$ cat src/rtl/qpc_pkg.sv
`timescale 1ns/1ps
package qpc_pkg;
  typedef enum logic [1:0] {
    QM_OFF = 2'b00,
    QM_X1  = 2'b01,
    QM_X2  = 2'b10,
    QM_X4  = 2'b11
  } qmode_e;

  typedef enum logic [1:0] {
    SEL_MASTER = 2'b00,
    SEL_INPUT  = 2'b01,
    SEL_OUTPUT = 2'b10,
    SEL_QUAD   = 2'b11
  } csel_e;

  // master control byte, bit 5 down to bit 0
  typedef struct packed {
    logic mrst;
    logic rcmp;
    logic tpr;
    logic rcnt;
    logic tol;
    logic radr;
  } mcmd_t;

  // status byte, bit 4 down to bit 0
  typedef struct packed {
    logic up;
    logic sign;
    logic cmp;
    logic cry;
    logic brw;
  } stat_t;
endpackage

$ cat src/rtl/qpc_sync.sv
`timescale 1ns/1ps
module qpc_sync #(
  parameter int W      = 3,
  parameter int STAGES = 2
) (
  input  logic         clk,
  input  logic         rst_n,
  input  logic [W-1:0] din,
  output logic [W-1:0] q,
  output logic [W-1:0] q_d
);
  logic [STAGES-1:0][W-1:0] stg_q;
  logic [W-1:0]             dly_q;

  always_ff @(posedge clk or negedge rst_n) begin
    if (!rst_n) begin
      stg_q <= '0;
      dly_q <= '0;
    end else begin
      stg_q[0] <= din;
      for (int i = 1; i < STAGES; i++) begin
        stg_q[i] <= stg_q[i-1];
      end
      dly_q <= stg_q[STAGES-1];
    end
  end

  assign q   = stg_q[STAGES-1];
  assign q_d = dly_q;
endmodule

$ cat src/rtl/qpc_step.sv
`timescale 1ns/1ps
module qpc_step
  import qpc_pkg::*;
(
  input  qmode_e qmode,
  input  logic   mde,
  input  logic   ena,
  input  logic   a,
  input  logic   b,
  input  logic   a_d,
  input  logic   b_d,
  input  logic   sw_inc,
  input  logic   sw_dcr,
  output logic   step_up,
  output logic   step_dn
);
  logic a_chg, b_chg, single, q_dir_up;
  logic q_ev, enc_up, enc_dn;

  always_comb begin
    a_chg    = a ^ a_d;
    b_chg    = b ^ b_d;
    single   = a_chg ^ b_chg;
    q_dir_up = a ^ b_d;
    unique case (qmode)
      QM_X4:   q_ev = single;
      QM_X2:   q_ev = single & a_chg;
      QM_X1:   q_ev = single & a_chg & ~b_d;
      default: q_ev = 1'b0;
    endcase

    if (qmode != QM_OFF) begin
      enc_up = q_ev & q_dir_up;
      enc_dn = q_ev & ~q_dir_up;
    end else if (mde) begin
      enc_up = a & ~a_d & ~b;
      enc_dn = a & ~a_d & b;
    end else begin
      enc_up = a & ~a_d & ~(b & ~b_d);
      enc_dn = b & ~b_d & ~(a & ~a_d);
    end

    if (sw_inc | sw_dcr) begin
      step_up = sw_inc & ~sw_dcr;
      step_dn = sw_dcr & ~sw_inc;
    end else begin
      step_up = ena & enc_up;
      step_dn = ena & enc_dn;
    end
  end
endmodule

$ cat src/rtl/qpc_core.sv
`timescale 1ns/1ps
module qpc_core
  import qpc_pkg::*;
#(
  parameter int CNT_W  = 24,
  parameter int BYTE_W = 8,
  parameter int PTR_W  = 2
) (
  input  logic              clk,
  input  logic              rst_n,
  input  logic              step_up,
  input  logic              step_dn,
  input  logic              mc_wr,
  input  mcmd_t             mc,
  input  logic              pr_wr,
  input  logic [PTR_W-1:0]  pr_sel,
  input  logic [BYTE_W-1:0] pr_data,
  input  logic              latch_ev,
  output logic [CNT_W-1:0]  cnt,
  output logic [CNT_W-1:0]  preset,
  output logic [CNT_W-1:0]  ol,
  output stat_t             status
);
  localparam int NB = CNT_W / BYTE_W;
  localparam logic [CNT_W-1:0] ONE = CNT_W'(1);

  logic [CNT_W-1:0] cnt_q, cnt_n, pr_q, pr_n, ol_q, ol_n;
  stat_t            st_q, st_n;
  logic             blk;

  always_comb begin
    pr_n  = pr_q;
    cnt_n = cnt_q;
    ol_n  = ol_q;
    st_n  = st_q;

    if (pr_wr) begin
      for (int i = 0; i < NB; i++) begin
        if (pr_sel == PTR_W'(i)) pr_n[i*BYTE_W +: BYTE_W] = pr_data;
      end
    end

    if (latch_ev) ol_n = cnt_q;

    if (mc_wr) begin
      if (mc.mrst) begin
        pr_n      = '1;
        st_n      = '0;
        st_n.sign = 1'b1;
      end
      if (mc.rcnt) begin
        cnt_n     = '0;
        st_n.cry  = 1'b0;
        st_n.brw  = 1'b0;
        st_n.sign = 1'b1;
      end
      if (mc.tpr)  cnt_n = pr_n;
      if (mc.tol)  ol_n  = cnt_n;
      if (mc.rcmp) st_n.cmp = 1'b0;
    end

    blk = mc_wr & (mc.rcnt | mc.tpr);
    if (!blk && (step_up ^ step_dn)) begin
      if (step_up) begin
        cnt_n   = cnt_q + ONE;
        st_n.up = 1'b1;
        if (&cnt_q) begin
          st_n.cry  = ~st_n.cry;
          st_n.sign = 1'b1;
        end
      end else begin
        cnt_n   = cnt_q - ONE;
        st_n.up = 1'b0;
        if (cnt_q == '0) begin
          st_n.brw  = ~st_n.brw;
          st_n.sign = 1'b0;
        end
      end
      if (cnt_n == pr_n) st_n.cmp = ~st_n.cmp;
    end
  end

  always_ff @(posedge clk or negedge rst_n) begin
    if (!rst_n) begin
      cnt_q <= '0;
      pr_q  <= '1;
      ol_q  <= '0;
      st_q  <= '{up: 1'b0, sign: 1'b1, cmp: 1'b0, cry: 1'b0, brw: 1'b0};
    end else begin
      cnt_q <= cnt_n;
      pr_q  <= pr_n;
      ol_q  <= ol_n;
      st_q  <= st_n;
    end
  end

  assign cnt    = cnt_q;
  assign preset = pr_q;
  assign ol     = ol_q;
  assign status = st_q;
endmodule

$ cat src/rtl/quad_pos_counter.sv
`timescale 1ns/1ps
module quad_pos_counter
  import qpc_pkg::*;
#(
  parameter int CNT_W       = 24,
  parameter int BYTE_W      = 8,
  parameter int SYNC_STAGES = 2
) (
  input  logic              clk,
  input  logic              rst_n,
  input  logic              bus_wr,
  input  logic              bus_rd,
  input  logic              bus_cmd,
  input  logic [BYTE_W-1:0] bus_wdata,
  output logic [BYTE_W-1:0] bus_rdata,
  input  logic              enc_a,
  input  logic              enc_b,
  input  logic              enc_latch
);
  localparam int NB    = CNT_W / BYTE_W;
  localparam int PTR_W = (NB > 1) ? $clog2(NB) : 1;
  localparam logic [PTR_W-1:0] PTR_LAST = PTR_W'(NB - 1);
  localparam int STAT_W = $bits(stat_t);

  // host decode
  csel_e      csel;
  logic       cmd_wr, mc_wr, ic_wr, qm_wr, data_acc, pr_wr;
  mcmd_t      mc;
  logic       sw_inc, sw_dcr, sw_step;

  // control state
  logic       mde_q, mde_n, ena_q, ena_n;
  qmode_e     qm_q, qm_n;
  logic [PTR_W-1:0] ptr_q, ptr_n;

  // synchronised pins
  logic [2:0] pin_s, pin_d;
  logic       a_s, b_s, a_d, b_d, latch_ev;
  logic       step_up, step_dn;

  logic [CNT_W-1:0] cnt, preset, ol;
  stat_t            status;
  logic [BYTE_W-1:0] ol_byte;

  always_comb begin
    csel     = csel_e'(bus_wdata[BYTE_W-1 -: 2]);
    cmd_wr   = bus_wr & bus_cmd;
    mc_wr    = cmd_wr & (csel == SEL_MASTER);
    ic_wr    = cmd_wr & (csel == SEL_INPUT);
    qm_wr    = cmd_wr & (csel == SEL_QUAD);
    mc       = mcmd_t'(bus_wdata[5:0]);
    sw_inc   = ic_wr & bus_wdata[1];
    sw_dcr   = ic_wr & bus_wdata[2];
    sw_step  = sw_inc | sw_dcr;
    data_acc = (bus_wr | bus_rd) & ~bus_cmd;
    pr_wr    = bus_wr & ~bus_cmd;
  end

  // control next state
  always_comb begin
    mde_n = mde_q;
    ena_n = ena_q;
    qm_n  = qm_q;
    ptr_n = ptr_q;
    if (ic_wr) begin
      mde_n = bus_wdata[0];
      ena_n = bus_wdata[3];
    end
    if (qm_wr) qm_n = qmode_e'(bus_wdata[1:0]);
    if (data_acc) ptr_n = (ptr_q == PTR_LAST) ? '0 : ptr_q + PTR_W'(1);
    if (mc_wr && (mc.mrst || mc.radr)) ptr_n = '0;
    if (mc_wr && mc.mrst) begin
      mde_n = 1'b0;
      ena_n = 1'b0;
      qm_n  = QM_OFF;
    end
  end

  always_ff @(posedge clk or negedge rst_n) begin
    if (!rst_n) begin
      mde_q <= 1'b0;
      ena_q <= 1'b0;
      qm_q  <= QM_OFF;
      ptr_q <= '0;
    end else begin
      mde_q <= mde_n;
      ena_q <= ena_n;
      qm_q  <= qm_n;
      ptr_q <= ptr_n;
    end
  end

  qpc_sync #(.W(3), .STAGES(SYNC_STAGES)) i_sync (
    .clk   (clk),
    .rst_n (rst_n),
    .din   ({enc_latch, enc_b, enc_a}),
    .q     (pin_s),
    .q_d   (pin_d)
  );

  assign a_s      = pin_s[0];
  assign b_s      = pin_s[1];
  assign a_d      = pin_d[0];
  assign b_d      = pin_d[1];
  assign latch_ev = pin_s[2] & ~pin_d[2];

  qpc_step i_step (
    .qmode   (qm_q),
    .mde     (mde_q),
    .ena     (ena_q),
    .a       (a_s),
    .b       (b_s),
    .a_d     (a_d),
    .b_d     (b_d),
    .sw_inc  (sw_inc),
    .sw_dcr  (sw_dcr),
    .step_up (step_up),
    .step_dn (step_dn)
  );

  qpc_core #(.CNT_W(CNT_W), .BYTE_W(BYTE_W), .PTR_W(PTR_W)) i_core (
    .clk      (clk),
    .rst_n    (rst_n),
    .step_up  (step_up),
    .step_dn  (step_dn),
    .mc_wr    (mc_wr),
    .mc       (mc),
    .pr_wr    (pr_wr),
    .pr_sel   (ptr_q),
    .pr_data  (bus_wdata),
    .latch_ev (latch_ev),
    .cnt      (cnt),
    .preset   (preset),
    .ol       (ol),
    .status   (status)
  );

  always_comb begin
    ol_byte = '0;
    for (int i = 0; i < NB; i++) begin
      if (ptr_q == PTR_W'(i)) ol_byte = ol[i*BYTE_W +: BYTE_W];
    end
    bus_rdata = bus_cmd ? BYTE_W'({status}) : ol_byte;
  end

  logic unused_stat_w;
  assign unused_stat_w = (STAT_W == 0);
endmodule

$ cat config.mk
export PLATFORM = sky130hd
export DESIGN_NAME = quad_pos_counter
export DESIGN_NICKNAME = d
export VERILOG_FILES = /design/src/rtl/qpc_pkg.sv /design/src/rtl/qpc_sync.sv /design/src/rtl/qpc_step.sv /design/src/rtl/qpc_core.sv /design/src/rtl/quad_pos_counter.sv
export SDC_FILE = /design/constraint.sdc
export NUM_CORES = 1
export LEC_CHECK = 0
export ABC_CLOCK_PERIOD_IN_PS = 7300
export BUFFER_PORTS_ARGS = -buffer_cell sky130_fd_sc_hd__buf_2
export CORE_MARGIN = 5
export CORE_UTILIZATION = 40
export CTS_BUF_LIST = sky130_fd_sc_hd__clkbuf_8
export CTS_CLUSTER_SIZE = 24
export DETAILED_ROUTE_END_ITERATION = 10
export GPL_ROUTABILITY_DRIVEN = 0
export GPL_TIMING_DRIVEN = 0
export HOLD_SLACK_MARGIN = 0.1
export MAX_ROUTING_LAYER = met4
export PLACE_DENSITY = 0.59
export SYNTH_ARGS = -nofsm -noshare
export SYNTH_HDL_FRONTEND = slang
export SYNTH_SLANG_ARGS = --single-unit
export TNS_END_PERCENT = 20
$ cat constraint.sdc
create_clock -name clk -period 7.3 [get_ports clk]
set_input_delay 1.095 -clock clk [delete_from_list [all_inputs] [get_ports clk]]
set_output_delay 1.095 -clock clk [all_outputs]
set_load 0.005 [all_outputs]
# Yosys cells after proc, flatten, opt, wreduce, memory -nomap -nowiden
# Index checks and enable logic that the tools add are counted.
# op_classes
n_addsub,3
eq_ne,8
mux,49
bitwise_logic,45
n_reduce_logical,16
# ops
cell,count
2-to-1 mux 24 bit,12
2-to-1 mux 8 bit,7
adder 24 x 1 -> 24 bit (second input constant),1
AND 1 bit,24
equality test 24 bit,1
zero test 24 bit,1
AND reduction 24 bit,1
subtractor 24 x 1 -> 24 bit (second input constant),1
2-to-1 mux 1 bit,19
2-to-1 mux 5 bit,3
2-to-1 mux 2 bit,7
NOT 1 bit,13
nonzero test 2 bit,6
equality test 2 bit (second input constant),4
equality test 2 x 1 -> 1 bit (second input constant),3
XOR 1 bit,5
zero test 2 bit,2
logical AND 1 bit,3
bitwise OR 1 bit,3
one-hot mux 1 bit (3 select lines),1
adder 2 x 1 -> 2 bit (second input constant),1
AND reduction 2 bit,1
zero test 1 bit,1
logical OR 1 bit,1
# totals
register_bits,92
in_bits,16
output_inout_bits,8
wordCells,136

# Logic depth before layout (Yosys ltp)
# Gate-level depths: netlist of run 1.
# logic_depth
word_depth,15
mapped_depth,21
depth_no_buf,20

# By module
# A second synthesis of run 1 with hierarchy kept.
# unflattened
hier_cells,785
area_unflattened_um2,6875.3
# by_module_without_submodules
module,instances,cells_per_inst,area_each_um2,seq_area_each_um2
qpc_core,1,673,5848.1,1958.1
quad_pos_counter,1,73,593.1,150.1
qpc_sync,1,12,247.7,225.2
qpc_step,1,27,186.4,0.0

# Worst setup path after synthesis of run 1
# OpenSTA, ideal clock, no wires.
# synth_path
path_kind,input-to-reg
startpoint,input port bus_cmd
endpoint,"register i_core.st_q, in the netlist i_core.status[2]"
t_arrival_ps,5006
required_time_ps,7220
slack_ps,2214
stages,18
path_buffers,2
path_cell_list,buf_4 > nand3_1 > nor2_4 > a221oi_1 > nor3_4 > inv_1 > ha_1 > buf_2 > a21oi_1 > o211ai_1 > or3_1 > o2111ai_2 > mux2i_1 > o311a_1 > o2111ai_1 > or4_1 > nor4b_2 > xnor2_1
# synth_rtl
element,line_no,text
"start, declared",quad_pos_counter.sv:13,"input logic bus_cmd,"
"end signal, assigned",qpc_core.sv:88,"st_q <= '{up: 1'b0, sign: 1'b1, cmp: 1'b0, cry: 1'b0, brw: 1'b0};"
"end signal, assigned",qpc_core.sv:93,st_q <= st_n;
"end, declared",qpc_core.sv:28,"stat_t st_q, st_n;"

==> run summary, run 1 <==
Post-CTS Setup Bufs -> 0
critical path endpoint -> i_core.status[2]
critical path peak fanout -> 22
post-DR vias/cell -> 5.87
number of failing setup endpoints in the final timing report -> 0
number of I/O pins -> 24
count of instances resized after the clock tree is built -> 0
data required time at the worst endpoint -> 7.60 ns
master cell of the clock root buffer -> sky130_fd_sc_hd__clkbuf_8
Tot GR Track Use -> 22.5%
top layer in use -> met4
measured slew at the worst slew-check pin -> 0.871 ns
classification of the worst-slack hold path -> register to register
number of rows in the core area -> 47
count of synthesis-stage warnings from yosys -> 0
count of input and output buffers -> 22
sequential share of the synthesized area -> 34.7%
Top FF cell, synth -> sky130_fd_sc_hd__dfrtp_1
clock latency on the worst-skew pair -> 0.37 ns
Fmax achieved -> 0.169 GHz
kind of launch point of the worst setup path -> input pin
Power per Cell Area -> 508 mW/mm2
leading cell type in the layout, fill and taps excluded -> sky130_fd_sc_hd__a21oi_1
max-slew violations -> 0
Avg Inst Size Synth -> 8.53 um2
Final Util -> 44.7%
RR Startpoint -> i_sync.q_d[1]
Met3 Routed Length -> 1310 um
hold buffers post-CTS -> 0
net count after synthesis -> 830
CTS tree -> yes
drt total wl -> 21,600 um
Die Span X -> 140 um
total of fill cells in the finished design -> 1,631
height of the die -> 140 um
FF-to-FF End -> i_core.status[2]
die footprint -> 0.0195 mm2
vias post-DR -> 6,148
Peak supply drop -> 0.000125 V
crit end category -> register
Core ar. -> 0.0165 mm2
placed wire-length estimate -> 16,700 um
total placed cells including tap cells -> 1,031
register-to-register setup slack -> 1.49 ns
post-route DRC violation count -> 0
first-pass GRT wire length -> 33,500 um
cell count of the worst reg-to-reg path -> 19
Async S/R FF share, synth -> 100%
area added between synthesis and finish -> 9.89%
Max-Cap Viols -> 0
number of hold-slack violations in the final timing report -> 0
commonest cells after routing, fill and taps aside -> sky130_fd_sc_hd__a21oi_1, sky130_fd_sc_hd__nor2_1, sky130_fd_sc_hd__nand2_1, sky130_fd_sc_hd__dfrtp_1, sky130_fd_sc_hd__mux2i_1
overall overflow remaining after global route -> 0
1st-pass router iterations -> 5
Metal-1 WL -> 10,000 um
H-tree level count -> 3
result of the run -> complete, no violations
critical path startpoint -> bus_cmd
Seq cells post-synth -> 92
count of antenna diodes in the layout -> 0
fraction of final layout cells sized beyond drive strength 1 -> 11.4%
non-filler cells in the finished layout -> 1,047
final sum of negative setup slack -> 0 ns
antenna violations before repair -> 0
worst clock skew -> 0.0129 ns
Final min period -> 5.91 ns
combined area of all synthesized cells -> 0.00672 mm2
via count of the first global-routing pass -> 5,743
Slew headroom -> 41.8%
maximum root-to-sink buffer count -> 2
per-cell routed wire length -> 20.6 um
unrepaired setup endpoints after global routing -> no
EDFF count, synth -> 0
Worst EP arrival -> 6.21 ns
number of clock sinks seen by CTS -> 92
Iteration-0 DRC Markers -> 605
Unique masters post-synth -> 74
post-route ant nets -> 0
length of routed met2 wiring -> 9310 um
part of the cycle the worst path needs -> 80.9%
CP Class -> input pin to register
static leakage -> 3.09 nW
maximum number of pins on one net before global-route repair -> 56
starting utilization of the core area -> 40.7%
Syn Inst Count -> 788
CTS Buf Count -> 9
clock slew at reported path FFs -> 0.10 ns
Nets -> 864
## worst max-delay path, stage by stage
cell and delay [ns]:
sky130_fd_sc_hd__buf_2 0.10, sky130_fd_sc_hd__buf_4 0.16, sky130_fd_sc_hd__nand3_1 0.13, sky130_fd_sc_hd__nor2_4 0.20, sky130_fd_sc_hd__a21oi_1 0.13, sky130_fd_sc_hd__nor3_4 0.48, sky130_fd_sc_hd__inv_1 0.56, sky130_fd_sc_hd__ha_1 0.55
sky130_fd_sc_hd__a21oi_1 0.29, sky130_fd_sc_hd__o22ai_1 0.20, sky130_fd_sc_hd__o31ai_1 0.22, sky130_fd_sc_hd__nand2b_1 0.18, sky130_fd_sc_hd__a2111oi_0 0.51, sky130_fd_sc_hd__nor3_1 0.19, sky130_fd_sc_hd__xnor2_1 0.17, sky130_fd_sc_hd__or4_1 0.54
sky130_fd_sc_hd__nor4b_2 0.33, sky130_fd_sc_hd__xnor2_1 0.16
## layer usage
metal,vias up,GRT usage (%)
met2,232,32.7
li1,2944,-
met5,-,-
met1,2916,30.9
met4,0,9.79
met3,56,3.95
## cells in the mapped netlist, types with 8 or more instances
library cell / number / area, um2
sky130_fd_sc_hd__a21o_1: 8 / 60.1
sky130_fd_sc_hd__a21oi_1: 108 / 541
sky130_fd_sc_hd__a221o_1: 9 / 90.1
sky130_fd_sc_hd__buf_2: 10 / 50.1
sky130_fd_sc_hd__clkbuf_1: 32 / 120
sky130_fd_sc_hd__dfrtp_1: 67 / 1680
sky130_fd_sc_hd__dfstp_2: 25 / 657
sky130_fd_sc_hd__ha_1: 25 / 313
sky130_fd_sc_hd__inv_1: 24 / 90.1
sky130_fd_sc_hd__mux2i_1: 52 / 521
sky130_fd_sc_hd__nand2_1: 75 / 282
sky130_fd_sc_hd__nand3_1: 19 / 95.1
sky130_fd_sc_hd__nand4_1: 15 / 93.8
sky130_fd_sc_hd__nor2_1: 79 / 297
sky130_fd_sc_hd__nor3_1: 12 / 60.1
sky130_fd_sc_hd__nor4_1: 11 / 68.8
sky130_fd_sc_hd__o21ai_0: 45 / 225
sky130_fd_sc_hd__xnor2_1: 33 / 289
sky130_fd_sc_hd__xor2_1: 17 / 149
## power breakdown
part	switching (W)	internal [W]
clock network	0.000190	0.000238
registers	0.000244	0.000763
logic	0.00140	0.000917
total	0.00183	0.00192
## layout make-up
cell class	count	area [um2]	share of cell area, %
multi-input cells	622	4080	55.3
repair buffers	23	140	1.90
plain buffers	50	215	2.91
flip-flops and latches	92	2330	31.6
clock inverters	6	111	1.51
inverters	24	90.1	1.22
clock buffers	10	138	1.86
well taps	220	275	3.73
## through the flow
step / hold slack [ns] / area [um2] / power, W / worst slack [ns]
CTS: 0.358 / 7380 / 0.00371 / 1.47
global placement: 0.331 / 7110 / 0.00328 / 1.05
finish: 0.354 / 7380 / 0.00375 / 1.39
global route: 0.362 / 7380 / 0.00404 / 1.05
floorplan: 0.331 / 6720 / 0.00266 / 2.21
detailed placement: 0.336 / 7140 / 0.00328 / 1.11
## sequential cells by signal (all words and copies together) (netlist names)
register	cells
i_core.cnt	24
i_core.ol	24
i_core.preset	24
i_core.status	5
i_sync.q	3
i_sync.q_d	3
i_sync.stg_q	3
ptr_q	2
qm_q	2
ena_q	1
mde_q	1
## worst min path at each step
stage | start | to | slack, ns | cells past startpoint
global placement | i_sync.stg_q[2] | i_sync.q[2] | 0.33 | 0
detailed placement | i_sync.stg_q[1] | i_sync.q[1] | 0.34 | 0
finish | i_sync.stg_q[1] | i_sync.q[1] | 0.35 | 0
CTS | i_sync.stg_q[1] | i_sync.q[1] | 0.36 | 0
global route | i_sync.stg_q[1] | i_sync.q[1] | 0.36 | 0
floorplan | i_sync.stg_q[0] | i_sync.q[0] | 0.33 | 0
## logic make-up after synthesis
family / synth area share (%)
buffers and inverters: 4.54
adders and majority gates: 4.95
DFF: 34.7
muxes: 8.58
and+or+nand+nor: 18.3
xor gates and xnor gates: 6.85
AOI/OAI and AO/OA: 22.1
No activity file was read; power rests on OpenSTA's default activity.
==> run 2: changes to the inputs <==
Settings changed: ABC_CLOCK_PERIOD_IN_PS 7300 to 5400, PLACE_DENSITY 0.59 to 0.61.
Clock period 7.3 ns to 5.4 ns, I/O delays scaled along.
==> run summary, run 2 (synthesis gave the netlist of run 1 again) <==
number of I/O pins -> 24 (unchanged)
share of total power in combinational logic -> 62.9% (+1.1 points)
clock latency on the worst-skew pair -> 0.37 ns (about the same)
post-route DRC violation count -> 0 (unchanged)
Final min period -> 5.12 ns
overall overflow remaining after global route -> 0 (unchanged)
Tot GR Track Use -> 23.1% (+0.55 points)
result of the run -> complete, no violations
number of hold-slack violations in the final timing report -> 0 (unchanged)
post-layout power -> 0.00510 W (+36%)
number of failing setup endpoints in the final timing report -> 0 (unchanged)
CTS tree -> yes
Nets -> 874 (+1.2%)
non-filler cells in the finished layout -> 1,057 (+0.96%)
RR Startpoint -> i_sync.q_d[1]
commonest cells after routing, fill and taps aside -> sky130_fd_sc_hd__a21oi_1, sky130_fd_sc_hd__nor2_1, sky130_fd_sc_hd__nand2_1, sky130_fd_sc_hd__dfrtp_1, sky130_fd_sc_hd__mux2i_1
area added between synthesis and finish -> 11.6%
master cell of the clock root buffer -> sky130_fd_sc_hd__clkbuf_8
unrepaired setup endpoints after global routing -> no
drt total wl -> 22,000 um (+1.7%)
number of clock sinks seen by CTS -> 92 (unchanged)
leading cell type in the layout, fill and taps excluded -> sky130_fd_sc_hd__a21oi_1
first-pass GRT wire length -> 34,300 um (+2.6%)
Max-Cap Viols -> 0 (unchanged)
number of rows in the core area -> 47 (unchanged)
measured slew at the worst slew-check pin -> 0.738 ns (-0.133 ns)
total placed cells including tap cells -> 1,031 (unchanged)
Iteration-0 DRC Markers -> 688 (+14%)
CTS Buf Count -> 9 (unchanged)
kind of launch point of the worst setup path -> register
count of antenna diodes in the layout -> 0 (unchanged)
CP Class -> register to register
antenna violations before repair -> 0 (unchanged)
final worst setup slack -> 0.280 ns (-1.11 ns)
Power per Cell Area -> 679 mW/mm2 (+34%)
H-tree level count -> 3 (unchanged)
clock slew at reported path FFs -> 0.09 ns (about the same)
placed wire-length estimate -> 16,500 um (-1.6%)
part of the cycle the worst path needs -> 94.8%
post-placement worst setup slack -> -0.504 ns (-1.62 ns)
static leakage -> 3.13 nW (+1.4%)
fraction of final layout cells sized beyond drive strength 1 -> 13.4% (+2.0 points)
maximum number of pins on one net before global-route repair -> 69 (+23%)
post-route ant nets -> 0 (unchanged)
share of total power in the clock network -> 10.4% (-1.0 points)
total of fill cells in the finished design -> 1,621 (-0.61%)
vias post-DR -> 6,164 (+0.26%)
max-slew violations -> 0 (unchanged)
Slew headroom -> 50.1% (+8.2 points)
Peak supply drop -> 0.000182 V (+46%)
critical path peak fanout -> 7 (-68%)
data required time at the worst endpoint -> 5.70 ns (-1.90 ns)
switching portion of total power -> 49.4% (+0.48 points)
maximum root-to-sink buffer count -> 2 (unchanged)
die footprint -> 0.0195 mm2 (unchanged)
critical path startpoint -> i_sync.q_d[1]
classification of the worst-slack hold path -> input pin to async pin
per-cell routed wire length -> 20.8 um (+0.75%)
count of input and output buffers -> 22 (unchanged)
1st-pass router iterations -> 6 (+1)
fraction of power consumed by sequential logic -> 26.7% (about the same)
starting utilization of the core area -> 40.7% (unchanged)
crit end category -> register
switching power -> 0.00252 W (+37%)
Core ar. -> 0.0165 mm2 (unchanged)
Fmax achieved -> 0.195 GHz
Worst EP arrival -> 5.42 ns (-0.79 ns)
post-DR vias/cell -> 5.83 (-0.69%)
height of the die -> 140 um (unchanged)
Die Span X -> 140 um (unchanged)
via count of the first global-routing pass -> 5,973 (+4.0%)
P_int -> 0.00258 W (+35%)
worst clock skew -> 0.00450 ns (-0.00839 ns)
-- run 2: worst paths after layout --
path | end | slack, ns | cells after the start
min | i_sync.q[0] | 0.34 | 1
max | i_core.status[2] | 0.28 | 21
max in group asynchronous | i_core.preset[22] | 4.36 | 2
min in group clk | i_sync.q[1] | 0.36 | 0
min reg2reg | i_sync.q[1] | 0.36 | 0
max reg2reg | i_core.status[2] | 0.28 | 21
-- run 2: per-layer routing --
metal	GRT usage [%]	wire, um
met5	-	0
met4	10.5	941
met3	3.26	1660
met2	34.0	9720
met1	31.6	9660
-- run 2: area by class of cell --
cell class / instances / area (um2) / area share, %
Timing Repair inverter: 1 / 7.51 / 0.100
Inverter: 24 / 93.8 / 1.25
Clock buffer: 10 / 138 / 1.83
Timing Repair Buffer: 32 / 208 / 2.77
Buffer: 50 / 215 / 2.87
Sequential cell: 92 / 2330 / 31.1
Clock inverter: 6 / 88.8 / 1.18
Multi-Input combinational cell: 622 / 4140 / 55.2
Tap cell: 220 / 275 / 3.67
-- run 2: worst max-delay path: stages (launching register included) --
cell                         delay (ns)
sky130_fd_sc_hd__dfrtp_1           0.38
sky130_fd_sc_hd__inv_1             0.05
sky130_fd_sc_hd__ha_1              0.29
sky130_fd_sc_hd__ha_1              0.29
sky130_fd_sc_hd__nand3b_1          0.19
sky130_fd_sc_hd__nand2_1           0.14
sky130_fd_sc_hd__a221oi_4          0.08
sky130_fd_sc_hd__nor3_4            0.24
sky130_fd_sc_hd__clkinvlp_4        0.25
sky130_fd_sc_hd__buf_4             0.22
sky130_fd_sc_hd__ha_1              0.26
sky130_fd_sc_hd__clkbuf_1          0.18
sky130_fd_sc_hd__nand3_1           0.12
sky130_fd_sc_hd__o211ai_1          0.13
sky130_fd_sc_hd__or3_1             0.42
sky130_fd_sc_hd__o2111ai_4         0.28
sky130_fd_sc_hd__mux2i_1           0.21
sky130_fd_sc_hd__o311a_1           0.18
sky130_fd_sc_hd__o2111ai_1         0.15
sky130_fd_sc_hd__or4_4             0.57
sky130_fd_sc_hd__nor4b_4           0.26
sky130_fd_sc_hd__xnor2_1           0.14
-- run 2: power groups by stage --
stage / sequential (W) / combinational (W) / clock [W]
after floorplan: 0.00121 / 0.00238 / 0
after global placement: 0.00135 / 0.00305 / 0
after detailed placement: 0.00136 / 0.00307 / 0
after CTS: 0.00134 / 0.00310 / 0.000532
after global routing: 0.00138 / 0.00355 / 0.000565
final: 0.00136 / 0.00321 / 0.000529
-- run 2: repair_timing --
action | in CTS | in global routing
endpoints found under the setup margin | 1 | 1
setup buffers | 2 | 7
pin swaps | 1 | 2
cloned | 1 | 0
resized for setup | 2 | 11
hold buffers | 0 | 0
endpoints found under the hold margin | 0 | 0
-- run 2: per-stage QoR --
step / utilization [%] / instance area [um2] / setup TNS (ns) / hold slack [ns]
2_1_floorplan: - / 6720 / 0 / 0.331
3_3_place_gp: 43.0 / 7110 / -0.592 / 0.333
3_5_place_dp: 43.2 / 7140 / -0.504 / 0.340
4_1_cts: 44.7 / 7390 / 0 / 0.339
5_1_grt: 45.4 / 7500 / 0 / 0.350
6_report: 45.4 / 7500 / 0 / 0.339
==> run 3: changes to the inputs <==
Settings changed: ABC_CLOCK_PERIOD_IN_PS 5400 to 5900, PLACE_DENSITY 0.61 to 0.59.
Clock period 5.4 ns to 5.9 ns, I/O delays scaled along.
==> run summary, run 3 (synthesis gave the netlist of run 1 again) <==
Core ar. -> 0.0165 mm2 (unchanged)
result of the run -> complete, no violations
post-route ant nets -> 0 (unchanged)
height of the die -> 140 um (unchanged)
destination of the worst hold path -> i_sync.q[1]
static leakage -> 3.10 nW (-0.89%)
Peak supply drop -> 0.000154 V (-15%)
CP Class -> register to register
clock latency on the worst-skew pair -> 0.38 ns (about the same)
P_int -> 0.00238 W (-7.8%)
min-delay src -> i_sync.stg_q[1]
hold-critical path depth -> 0
cell breakdown of the critical path -> inv_1 -> ha_1 -> ha_1 -> nand3b_1 -> nand2_1 -> a221oi_1 -> nor3_4 -> clkinvlp_4 -> ha_1 -> a21oi_1 -> o22ai_1 -> o31ai_1 -> nand2b_1 -> a2111oi_0 -> nor3_1 -> xnor2_1 -> or4_1 -> nor4b_2 -> xnor2_1
H-tree level count -> 3 (unchanged)
number of clock sinks seen by CTS -> 92 (unchanged)
register-to-register setup slack -> 0.44 ns (+0.16 ns)
vias post-DR -> 6,118 (-0.75%)
area added between synthesis and finish -> 10.4%
Crit path depth -> 19 (-9.5%)
combined area of the multi-input logic cells -> 0.00408 mm2 (-1.5%)
clock slew at reported path FFs -> 0.10 ns (about the same)
Slew headroom -> 50.8% (+0.76 points)
post-route DRC violation count -> 0 (unchanged)
first-pass GRT wire length -> 33,500 um (-2.5%)
FF-to-FF End -> i_core.status[2]
drt total wl -> 21,900 um (-0.57%)
per-cell routed wire length -> 20.8 um (about the same)
starting utilization of the core area -> 40.7% (unchanged)
crit end category -> register
worst clock skew -> 0.0143 ns (+0.00983 ns)
1st-pass router iterations -> 5 (-1)
placed wire-length estimate -> 16,700 um (+1.6%)
RR Startpoint -> i_sync.q_d[1]
total of fill cells in the finished design -> 1,633 (+0.74%)
cell type with the highest occurrence count on the critical path -> sky130_fd_sc_hd__ha_1
max-slew violations -> 0 (unchanged)
via count of the first global-routing pass -> 5,743 (-3.9%)
register area -> 0.00233 mm2 (unchanged)
data required time at the worst endpoint -> 6.20 ns (+0.50 ns)
Final Util -> 44.9% (-0.50 points)
part of the cycle the worst path needs -> 92.5% (-2.3 points)
unrepaired setup endpoints after global routing -> no
number of hold-slack violations in the final timing report -> 0 (unchanged)
hold buffers post-CTS -> 0 (unchanged)
fraction of power consumed by sequential logic -> 26.8% (about the same)
Iteration-0 DRC Markers -> 649 (-5.7%)
count of input and output buffers -> 22 (unchanged)
critical path peak fanout -> 11 (+4)
kind of cell adding the most delay to the critical path -> simple AND/OR/NAND/NOR gates
peak per-stage delay on the critical path -> 0.54 ns (-0.03 ns)
maximum number of pins on one net before global-route repair -> 56 (-19%)
classification of the worst-slack hold path -> register to register
CTS tree -> yes
Fmax achieved -> 0.183 GHz (-6.2%)
kind of launch point of the worst setup path -> register
count of antenna diodes in the layout -> 0 (unchanged)
Final min period -> 5.46 ns (+0.340 ns)
measured slew at the worst slew-check pin -> 0.737 ns (-0.000967 ns)
count of buffer and inverter cells on the critical path -> 2 (-2)
commonest cells after routing, fill and taps aside -> sky130_fd_sc_hd__a21oi_1, sky130_fd_sc_hd__nor2_1, sky130_fd_sc_hd__nand2_1, sky130_fd_sc_hd__dfrtp_1, sky130_fd_sc_hd__mux2i_1
cell count of the worst reg-to-reg path -> 19 (-9.5%)
switching power -> 0.00228 W (-9.2%)
Die Span X -> 140 um (unchanged)
share of total power in the clock network -> 11.3% (+0.9 points)
number of rows in the core area -> 47 (unchanged)
antenna violations before repair -> 0 (unchanged)
maximum root-to-sink buffer count -> 2 (unchanged)
number of I/O pins -> 24 (unchanged)
final sum of negative setup slack -> 0 ns (unchanged)
overall overflow remaining after global route -> 0 (unchanged)
share of total power in combinational logic -> 61.9% (-1.0 points)
fraction of final layout cells sized beyond drive strength 1 -> 11.9% (-1.5 points)
leading cell type in the layout, fill and taps excluded -> sky130_fd_sc_hd__a21oi_1
number of failing setup endpoints in the final timing report -> 0 (unchanged)
Nets -> 868 (-0.69%)
Power per Cell Area -> 628 mW/mm2 (-7.5%)
Worst EP arrival -> 5.76 ns (+0.34 ns)
post-DR vias/cell -> 5.82 (-0.18%)
master cell of the clock root buffer -> sky130_fd_sc_hd__clkbuf_8
Tot GR Track Use -> 22.5% (-0.55 points)
slowest cell on the critical path -> sky130_fd_sc_hd__or4_1
die footprint -> 0.0195 mm2 (unchanged)
Max-Cap Viols -> 0 (unchanged)
CTS Buf Count -> 9 (unchanged)
switching portion of total power -> 49.0% (-0.39 points)
==> run 3: cell types whose count changed in the layout (fill, tap and decap cells not counted), sizes merged <==
cell / previous run / this run
buf: 50 / 44
bufinv: 2 / 3
clkinv: 2 / 1
clkinvlp: 3 / 2
inv: 24 / 25
==> run 3: timing repair <==
item	CTS	global route
gates resized for setup	0	2
endpoints found under the setup margin	0	1
buffers inserted	0	3
==> run 3: how the worst max path moves through the flow <==
stage	end	slack [ns]	startpoint
3_5_place_dp	i_core.status[2]	-0.08	bus_cmd
5_1_grt	i_core.status[2]	0.1	i_sync.q[0]
4_1_cts	i_core.status[2]	0.15	i_sync.q_d[1]
3_3_place_gp	i_core.status[2]	-0.14	bus_cmd
6_report	i_core.status[2]	0.44	i_sync.q_d[1]
2_1_floorplan	i_core.status[2]	1.02	bus_cmd
==> run 3: routing by layer <==
layer  up-vias  share of wire (%)  track usage [%]
met5         -                  0                -
met4         0                4.1             9.79
met3        51                6.0             3.95
met2       220                 44             32.7
met1      2905                 46             30.9
li1       2942                  -                -
==> run 3: power groups by stage <==
stage | logic (W) | registers, W | clock network (W)
global route | 0.00318 | 0.00127 | 0.000568
floorplan | 0.00218 | 0.00111 | 0
global placement | 0.00281 | 0.00124 | 0
finish | 0.00289 | 0.00125 | 0.000528
CTS | 0.00283 | 0.00123 | 0.000532
detailed placement | 0.00281 | 0.00125 | 0
==> run 3: worst register-to-register path, stage by stage, from the launching register on <==
cell and delay (ns):
sky130_fd_sc_hd__dfrtp_1 0.40, sky130_fd_sc_hd__inv_1 0.06, sky130_fd_sc_hd__ha_1 0.29, sky130_fd_sc_hd__ha_1 0.29, sky130_fd_sc_hd__nand3b_1 0.17, sky130_fd_sc_hd__nand2_1 0.08
sky130_fd_sc_hd__a221oi_1 0.11, sky130_fd_sc_hd__nor3_4 0.36, sky130_fd_sc_hd__clkinvlp_4 0.37, sky130_fd_sc_hd__ha_1 0.46, sky130_fd_sc_hd__a21oi_1 0.29, sky130_fd_sc_hd__o22ai_1 0.21
sky130_fd_sc_hd__o31ai_1 0.23, sky130_fd_sc_hd__nand2b_1 0.19, sky130_fd_sc_hd__a2111oi_0 0.51, sky130_fd_sc_hd__nor3_1 0.19, sky130_fd_sc_hd__xnor2_1 0.17, sky130_fd_sc_hd__or4_1 0.54
sky130_fd_sc_hd__nor4b_2 0.33, sky130_fd_sc_hd__xnor2_1 0.16
==> run 3: per-stage QoR <==
step | hold WS [ns] | setup slack (ns) | power [W] | std cells | cell area, um2
3_3_place_gp | 0.331 | -0.135 | 0.00405 | 1030 | 7110
6_report | 0.354 | 0.440 | 0.00466 | 1051 | 7420
2_1_floorplan | 0.331 | 1.02 | 0.00329 | 788 | 6720
4_1_cts | 0.358 | 0.150 | 0.00459 | 1047 | 7380
5_1_grt | 0.364 | 0.0951 | 0.00502 | 1051 | 7420
3_5_place_dp | 0.336 | -0.0793 | 0.00406 | 1031 | 7140
==> run 3: final cells by class <==
type | instances | area share, %
repair inverters | 1 | 0.101
multi-input cells | 622 | 55.0
repair buffers | 26 | 2.19
flip-flops and latches | 92 | 31.5
inverters | 24 | 1.26
well taps | 220 | 3.71
clock inverters | 6 | 1.50
plain buffers | 50 | 2.90
clock buffers | 10 | 1.86
